### config.mk
export PLATFORM = sky130hd
export DESIGN_NAME = drbg_state_store
export DESIGN_NICKNAME = d
export VERILOG_FILES = /design/src/rtl/drbg_store_pkg.sv /design/src/rtl/drbg_rec_rule.sv /design/src/rtl/drbg_rec_bank.sv /design/src/rtl/drbg_dbg_read.sv /design/src/rtl/drbg_state_store.sv
export SDC_FILE = /design/constraint.sdc
export NUM_CORES = 2
export LEC_CHECK = 0
export BUFFER_PORTS_ARGS = -buffer_cell sky130_fd_sc_hd__buf_4
export CAP_MARGIN = 15
export CORE_MARGIN = 2
export CORE_UTILIZATION = 45
export CTS_CLUSTER_DIAMETER = 100
export DETAILED_ROUTE_END_ITERATION = 6
export PLACE_DENSITY = 0.69
export RECOVER_POWER = 100
export REMOVE_ABC_BUFFERS = 1
export SKIP_CTS_REPAIR_TIMING = 1
export SYNTH_ARGS = -nofsm -noshare
export SYNTH_HDL_FRONTEND = slang
export SYNTH_HIERARCHICAL = 1
export SYNTH_SLANG_ARGS = --single-unit
### constraint.sdc
create_clock -name clk -period 4.8 [get_ports clk]
set_input_delay 0 -clock clk [delete_from_list [all_inputs] [get_ports clk]]
set_output_delay 0 -clock clk [all_outputs]
set_load 0.03 [all_outputs]
### src/rtl/drbg_store_pkg.sv
// Package: shared command encoding of the working-state store.
// Assumes write-back producers use these 3-bit codes; other codes are illegal.
package drbg_store_pkg;
    typedef enum logic [2:0] {
        DCMD_NONE   = 3'd0,
        DCMD_INST   = 3'd1,
        DCMD_RESEED = 3'd2,
        DCMD_GEN    = 3'd3,
        DCMD_UPDATE = 3'd4,
        DCMD_UNINST = 3'd5
    } drbg_cmd_e;

    localparam int unsigned DBG_WORD_W = 32;
endpackage

### src/rtl/drbg_rec_rule.sv
// Module: computes the next record of one instance from its current record and
// a write-back. Purely combinational. Record layout from LSB:
// counter, V, key, instantiated bit, compliance bit.
// Assumes the caller commits nxt_rec_o only when accept_o is high.
module drbg_rec_rule
    import drbg_store_pkg::*;
#(
    parameter int unsigned CTR_W = 32,
    parameter int unsigned V_W   = 128,
    parameter int unsigned KEY_W = 256,
    localparam int unsigned REC_W = CTR_W + V_W + KEY_W + 2
) (
    input  logic [2:0]       cmd_i,
    input  logic [REC_W-1:0] cur_rec_i,
    input  logic [V_W-1:0]   new_v_i,
    input  logic [KEY_W-1:0] new_key_i,
    input  logic             new_fips_i,
    output logic [REC_W-1:0] nxt_rec_o,
    output logic             accept_o
);
    localparam int unsigned V_LO    = CTR_W;
    localparam int unsigned KEY_LO  = CTR_W + V_W;
    localparam int unsigned LIVE_B  = CTR_W + V_W + KEY_W;
    localparam int unsigned FIPS_B  = LIVE_B + 1;
    localparam logic [CTR_W-1:0] CTR_ONE = CTR_W'(1);

    logic [CTR_W-1:0] cur_ctr;
    logic             cur_live;
    logic             cur_fips;
    logic [CTR_W-1:0] ctr_inc;

    assign cur_ctr  = cur_rec_i[CTR_W-1:0];
    assign cur_live = cur_rec_i[LIVE_B];
    assign cur_fips = cur_rec_i[FIPS_B];

    // Saturating increment of the request counter.
    always_comb begin
        ctr_inc = (&cur_ctr) ? cur_ctr : cur_ctr + CTR_ONE;
    end

    // Command-specific next-record selection and acceptance.
    always_comb begin
        nxt_rec_o = cur_rec_i;
        accept_o  = 1'b0;
        case (cmd_i)
            DCMD_INST: begin
                accept_o = 1'b1;
                nxt_rec_o = {new_fips_i, 1'b1, new_key_i, new_v_i, CTR_ONE};
            end
            DCMD_RESEED: begin
                accept_o = cur_live;
                nxt_rec_o = {new_fips_i, 1'b1, new_key_i, new_v_i, CTR_ONE};
            end
            DCMD_GEN: begin
                accept_o = cur_live;
                nxt_rec_o = {cur_fips, 1'b1, new_key_i, new_v_i, ctr_inc};
            end
            DCMD_UPDATE: begin
                accept_o = cur_live;
                nxt_rec_o = {cur_fips, 1'b1, new_key_i, new_v_i, cur_ctr};
            end
            DCMD_UNINST: begin
                accept_o = 1'b1;
                nxt_rec_o = '0;
            end
            default: begin
                accept_o = 1'b0;
            end
        endcase
    end

    // Field offsets kept for readers of the layout.
    logic unused_layout;
    assign unused_layout = ^{V_LO[0], KEY_LO[0]};
endmodule

### src/rtl/drbg_rec_bank.sv
// Module: register bank holding one record per instance, all visible at once.
// Assumes at most one write per cycle; synchronous active-low reset zeroes all.
module drbg_rec_bank #(
    parameter int unsigned NUM_INST = 4,
    parameter int unsigned REC_W    = 418,
    localparam int unsigned IDX_W   = (NUM_INST > 1) ? $clog2(NUM_INST) : 1
) (
    input  logic                           clk,
    input  logic                           rst_n,
    input  logic                           we_i,
    input  logic [IDX_W-1:0]               widx_i,
    input  logic [REC_W-1:0]               wdata_i,
    output logic [NUM_INST-1:0][REC_W-1:0] rec_o
);
    for (genvar gi = 0; gi < NUM_INST; gi++) begin : g_slot
        logic [REC_W-1:0] slot_q;

        // Hold one instance record; load on an addressed write.
        always_ff @(posedge clk) begin
            if (!rst_n) begin
                slot_q <= '0;
            end else if (we_i && (widx_i == IDX_W'(gi))) begin
                slot_q <= wdata_i;
            end
        end

        assign rec_o[gi] = slot_q;
    end
endmodule

### src/rtl/drbg_dbg_read.sv
// Module: gated debug view of one record as 32-bit words, V words first
// (low to high) then key words. Out-of-range indices and a low enable give zero.
module drbg_dbg_read
    import drbg_store_pkg::*;
#(
    parameter int unsigned V_W   = 128,
    parameter int unsigned KEY_W = 256,
    localparam int unsigned NWORDS    = (V_W + KEY_W) / DBG_WORD_W,
    localparam int unsigned DBG_IDX_W = $clog2(NWORDS)
) (
    input  logic                  en_i,
    input  logic [DBG_IDX_W-1:0]  word_i,
    input  logic [V_W-1:0]        v_i,
    input  logic [KEY_W-1:0]      key_i,
    output logic [DBG_WORD_W-1:0] data_o
);
    logic [NWORDS-1:0][DBG_WORD_W-1:0] words;

    assign words = {key_i, v_i};

    // Select the requested word when enabled and in range.
    always_comb begin
        data_o = '0;
        if (en_i && (32'(word_i) < NWORDS)) begin
            data_o = words[word_i];
        end
    end
endmodule

### src/rtl/drbg_state_store.sv
// Module: top of the multi-instance DRBG working-state store.
// Applies command rules to write-backs, answers each with one accept or reject
// pulse a cycle later, and offers a combinational pipeline read plus a gated
// debug read. Assumes one write-back per cycle at most.
module drbg_state_store
    import drbg_store_pkg::*;
#(
    parameter int unsigned NUM_INST = 4,
    parameter int unsigned CTR_W    = 32,
    parameter int unsigned V_W      = 128,
    parameter int unsigned KEY_W    = 256,
    localparam int unsigned IDX_W     = (NUM_INST > 1) ? $clog2(NUM_INST) : 1,
    localparam int unsigned REC_W     = CTR_W + V_W + KEY_W + 2,
    localparam int unsigned DBG_IDX_W = $clog2((V_W + KEY_W) / DBG_WORD_W)
) (
    input  logic                  clk,
    input  logic                  rst_n,
    input  logic                  wb_valid_i,
    input  logic [IDX_W-1:0]      wb_inst_i,
    input  logic [2:0]            wb_cmd_i,
    input  logic [V_W-1:0]        wb_v_i,
    input  logic [KEY_W-1:0]      wb_key_i,
    input  logic                  wb_fips_i,
    output logic                  wb_ack_o,
    output logic                  wb_err_o,
    input  logic [IDX_W-1:0]      rd_inst_i,
    output logic [CTR_W-1:0]      rd_ctr_o,
    output logic [V_W-1:0]        rd_v_o,
    output logic [KEY_W-1:0]      rd_key_o,
    output logic                  rd_live_o,
    output logic                  rd_fips_o,
    input  logic                  dbg_en_i,
    input  logic [IDX_W-1:0]      dbg_inst_i,
    input  logic [DBG_IDX_W-1:0]  dbg_word_i,
    output logic [DBG_WORD_W-1:0] dbg_data_o
);
    localparam int unsigned V_LO   = CTR_W;
    localparam int unsigned KEY_LO = CTR_W + V_W;
    localparam int unsigned LIVE_B = CTR_W + V_W + KEY_W;
    localparam int unsigned FIPS_B = LIVE_B + 1;

    logic [NUM_INST-1:0][REC_W-1:0] rec_all;
    logic [REC_W-1:0] cur_rec;
    logic [REC_W-1:0] nxt_rec;
    logic             accept;
    logic             we;
    logic [REC_W-1:0] rd_rec;
    logic [REC_W-1:0] dbg_rec;
    logic             ack_q;
    logic             err_q;
    logic [2:0]       cmd_q;
    logic [IDX_W-1:0] inst_q;
    logic [REC_W-1:0] snap_q;

    assign cur_rec = rec_all[wb_inst_i];
    assign we      = wb_valid_i && accept;

    drbg_rec_rule #(
        .CTR_W (CTR_W),
        .V_W   (V_W),
        .KEY_W (KEY_W)
    ) i_rule (
        .cmd_i      (wb_cmd_i),
        .cur_rec_i  (cur_rec),
        .new_v_i    (wb_v_i),
        .new_key_i  (wb_key_i),
        .new_fips_i (wb_fips_i),
        .nxt_rec_o  (nxt_rec),
        .accept_o   (accept)
    );

    drbg_rec_bank #(
        .NUM_INST (NUM_INST),
        .REC_W    (REC_W)
    ) i_bank (
        .clk     (clk),
        .rst_n   (rst_n),
        .we_i    (we),
        .widx_i  (wb_inst_i),
        .wdata_i (nxt_rec),
        .rec_o   (rec_all)
    );

    // Register the response pulses and the context of the last write-back.
    always_ff @(posedge clk) begin
        if (!rst_n) begin
            ack_q  <= 1'b0;
            err_q  <= 1'b0;
            cmd_q  <= '0;
            inst_q <= '0;
            snap_q <= '0;
        end else begin
            ack_q  <= wb_valid_i && accept;
            err_q  <= wb_valid_i && !accept;
            cmd_q  <= wb_cmd_i;
            inst_q <= wb_inst_i;
            snap_q <= cur_rec;
        end
    end

    assign wb_ack_o = ack_q;
    assign wb_err_o = err_q;

    // Pipeline read: split the selected record into fields.
    assign rd_rec    = rec_all[rd_inst_i];
    assign rd_ctr_o  = rd_rec[CTR_W-1:0];
    assign rd_v_o    = rd_rec[V_LO +: V_W];
    assign rd_key_o  = rd_rec[KEY_LO +: KEY_W];
    assign rd_live_o = rd_rec[LIVE_B];
    assign rd_fips_o = rd_rec[FIPS_B];

    assign dbg_rec = rec_all[dbg_inst_i];

    drbg_dbg_read #(
        .V_W   (V_W),
        .KEY_W (KEY_W)
    ) i_dbg (
        .en_i   (dbg_en_i),
        .word_i (dbg_word_i),
        .v_i    (dbg_rec[V_LO +: V_W]),
        .key_i  (dbg_rec[KEY_LO +: KEY_W]),
        .data_o (dbg_data_o)
    );

    AST_ONE_RESPONSE: assert property (@(posedge clk) disable iff (!rst_n)
        wb_valid_i |=> (wb_ack_o != wb_err_o));
    AST_NO_SPURIOUS: assert property (@(posedge clk) disable iff (!rst_n)
        !wb_valid_i |=> (!wb_ack_o && !wb_err_o));
    AST_INST_LIVE: assert property (@(posedge clk) disable iff (!rst_n)
        (wb_ack_o && cmd_q == DCMD_INST) |->
            (rec_all[inst_q][LIVE_B] && rec_all[inst_q][CTR_W-1:0] == CTR_W'(1)));
    AST_GEN_NO_WRAP: assert property (@(posedge clk) disable iff (!rst_n)
        (wb_ack_o && cmd_q == DCMD_GEN) |->
            (rec_all[inst_q][CTR_W-1:0] != '0 &&
             rec_all[inst_q][CTR_W-1:0] >= snap_q[CTR_W-1:0]));
    AST_UPD_CTR_HOLD: assert property (@(posedge clk) disable iff (!rst_n)
        (wb_ack_o && cmd_q == DCMD_UPDATE) |->
            (rec_all[inst_q][CTR_W-1:0] == snap_q[CTR_W-1:0]));
    AST_REJECT_KEEPS: assert property (@(posedge clk) disable iff (!rst_n)
        wb_err_o |-> (rec_all[inst_q] == snap_q));
    AST_UNINST_ZERO: assert property (@(posedge clk) disable iff (!rst_n)
        (wb_ack_o && cmd_q == DCMD_UNINST) |-> (rec_all[inst_q] == '0));
    AST_DBG_QUIET: assert property (@(posedge clk) disable iff (!rst_n)
        !dbg_en_i |-> (dbg_data_o == '0));
endmodule

==> metrics list <==
- The run finished, with violations left.
- Failing checks: capacitance limit, slew limit
- Once detail routing completed, the nets flagged for antenna violations numbered 0.
- At the pin with the least slew margin, the transition time is between 2000 and 3000 ps.
- Count of routing violations after the opening detailed-route iteration: 8107
- Count of pins on the block boundary: 854
- The count of buffers added on input and output ports is 853.
* Critical Path RT: roughly 5600 ps
- The H-tree was split into 4 levels.
- The first detailed-routing pass took 6 iterations.
- TritonCTS built the clock tree.
- Highest cell delay on the worst timing path: 1200 ps
- After the last flow step, the layout net total stands at 9530.
* Area growth from synthesis to layout: 17.1%
* Finish-stage setup viols: 0
- For the final database, setup skew stands at 38.8 ps.
- The die is 469 µm tall.
- Synth async-reset ratio: 0%
- In this run the static leakage power is 47.0 nW.
* Post-route setup TNS: 0 ps
- Kind of capture point of the worst setup path: register
- In the finished design, the share of the clock period the worst path needs comes to 82.9%.
- The slowest stage of the critical path belongs to the cell sky130_fd_sc_hd__clkbuf_2.
* Post-detailed-placement half-perimeter wirelength: 208000 µm
- Number of slew-limit violations in the final report: 200
- Final std cell area, no fill: 114000 µm²
- Worst-case headroom to the max-slew limit: -84.7%
- The design draws roughly 33 mW.
- Max Fanout on Critical Path: 35
- Total cell area at the placement stage: 106000 µm²
- STA classifies the critical path startpoint as a register.
- The cell sitting at the root of the clock tree is a sky130_fd_sc_hd__clkbuf_16.
- List of cells traversed by the critical path: mux4_2 > a21oi_1 > o21ai_0 > and2_0 > nand3b_1 > clkbuf_2 > buf_4 > mux2i_1
- Row generation in the floorplan step produced 170 rows.
- After global routing the overflow that remains totals 0.
- Power density normalized to cell area: 287 nW/µm²
- IR analysis of the VDD net gives a maximum drop of 369 µV.
- Antenna violations before repair: 47
- Among all flip-flop cells after synthesis, the most frequent one is sky130_fd_sc_hd__dfxtp_1.
- Number of buffers created by CTS: about 190
* WP data arrival: 4740 ps
- Share of synthesized area occupied by flip-flops and latches: ~34%
* Crit path buf inv count: 2
* Pin count of the biggest net entering global routing: 216
- Dividing the detail-routed wire length by the instance count gives around 27 µm.
* Final Hold Vio Count: 0
- Warnings from Yosys: 6
- The library cell used most frequently in the layout, excluding fill and tap cells, is sky130_fd_sc_hd__nand2_1.
- Vias: 77400
* Routability congestion estimate from global placement: 0.858
- Area of the core region: 215000 µm²
- Critical path type: register to register
* FILL cells: 18300
- Die span in x: 469 µm
- Commonest cells after routing, fill and taps aside: sky130_fd_sc_hd__nand2_1, sky130_fd_sc_hd__mux2i_1, sky130_fd_sc_hd__dfxtp_1
* Deepest clock path buffer count: 3
* Clock period minus worst slack: about 4000 ps
- The via count of the first global-routing pass came to approximately 75000.
- Number of synthesized register bits: roughly 1700
- For the worst-skew pair, the clock arrives at the later sink with an insertion delay of 860 ps.
- Counting every sink on the clock net gives 1674.
* Unrepaired setup endpoints after global routing: false
* Number of unique standard cell types used by synthesis: 62
* Post-synth EDFFs: 0
- Synthesized area: 97400 µm²
* Average instance area after synthesis: 11.7 µm²
* Drt drc: 0
* First-pass GRT wire length: 483000 µm
- Path category of the worst min-delay check: input pin to register
* Detailed-route wire length: about 330000 µm
* Syn Inst Count: 8325
- Cells fill 53.1% of the core in the end.
* Die footprint: between 200000 and 250000 µm²
- Cells with a size suffix above 1 make up 24.3% of the layout.
* Cell class contributing the biggest share of worst-path delay: buffers and inverters
- Max Cap Viol: 8
- After clock tree synthesis, the clock-pin slew on the worst setup and hold paths is approximately 60 ps.
- Maximum clock frequency: 251 MHz
- GR Util All Layers: 28.4%
* Per-cell via count in the routed design: 6.37
- Initial standard-cell utilization of the core: a little under half
final cells by class:
type	instances	area, µm²	share of cell area (%)
multi-input cells	5815	59700	52.3
flip-flops and latches	1674	33500	29.4
repair buffers	1441	11000	9.60
clock buffers	288	5590	4.90
well taps	2838	3550	3.11
clock inverters	55	691	0.605
diodes	42	105	0.0921
inverters	7	26.3	0.0230
report_power, final:
| part | switching, mW | internal (mW) | total [mW] |
|---|---|---|---|
| combinational | 2.26 | 1.57 | 3.83 |
| clock | 6.20 | 8.61 | 14.8 |
| sequential | 0.102 | 14.0 | 14.1 |
| total | 8.56 | 24.2 | 32.8 |
flip-flops by register name, summed over array words and instances (netlist names):
signal and count:
i_bank/g_slot.slot_q 1672, wb_ack_o 1, wb_err_o 1
final timing paths:
path                                startpoint                           end  slack (ps)  depth (start not counted)
hold reg to reg     i_bank/g_slot[0].slot_q[3]    i_bank/g_slot[0].slot_q[3]         470                          2
setup / recovery  i_bank/g_slot[3].slot_q[416]  i_bank/g_slot[1].slot_q[352]         820                          8
setup reg to reg  i_bank/g_slot[3].slot_q[416]  i_bank/g_slot[1].slot_q[352]         820                          8
hold / removal                    wb_inst_i[1]  i_bank/g_slot[2].slot_q[244]          10                          5
worst register-to-register path: cells and delay by family, from the launching register on:
| family | cells | cell delay (ps) |
|---|---|---|
| buffers and inverters | 2 | 2000 |
| multiplexers | 2 | 840 |
| AO/OA/AOI/OAI | 2 | 310 |
| AND/OR/NAND/NOR | 2 | 410 |
| flip-flops | 1 | 330 |
routing by layer:
layer  vias up  wire (µm)  GRT usage (%)
met5         -         99              0
met4        16      17400           14.6
met3       826      27800           5.79
met2      4151     154000           44.6
met1     39400     128000           37.3
li1      33000          -              -
cell usage after synthesis, drive strengths merged, types with 4 or more instances:
| cell | instances | area share (%) |
|---|---|---|
| nor2 | 10 | 0.039 |
| nand2 | 2147 | 8.3 |
| mux2i | 1674 | 17 |
| nor3 | 5 | 0.026 |
| inv | 7 | 0.027 |
| or3 | 4 | 0.031 |
| nand3b | 4 | 0.031 |
| o311ai | 4 | 0.036 |
| nor2b | 35 | 0.22 |
| buf | 533 | 3.2 |
| or4 | 9 | 0.077 |
| a31oi | 15 | 0.096 |
| o21ai | 4 | 0.021 |
| o22ai | 33 | 0.21 |
| o31ai | 36 | 0.28 |
| mux4 | 1284 | 30 |
| a41oi | 5 | 0.045 |
| and3 | 9 | 0.059 |
| a22o | 384 | 3.5 |
| mux2 | 65 | 0.75 |
| or2 | 4 | 0.026 |
| nand3 | 18 | 0.092 |
| a31o | 8 | 0.072 |
| a21oi | 11 | 0.057 |
| dfxtp | 1674 | 34 |
| nand4 | 7 | 0.073 |
| o211ai | 11 | 0.085 |
| clkbuf | 296 | 1.1 |
| nor4 | 4 | 0.041 |
cell families after synthesis:
family / synth area share [%]
simple gates: 9.07
flops: 34.4
mux: 47.7
xor+xnor: 0.00899
compound gates: 4.47
fa+ha+maj: 0.0128
buf+inv: 4.38
stage by stage:
stage,std cells,worst slack [ps],hold slack [ps]
finish,12200,819,13.1
global route,12200,670,1.50
CTS,11700,1580,-529
detailed placement,11400,1340,387
global placement,11400,1340,393
floorplan,7496,-41650,146
No activity file was read; power rests on OpenSTA's default activity.
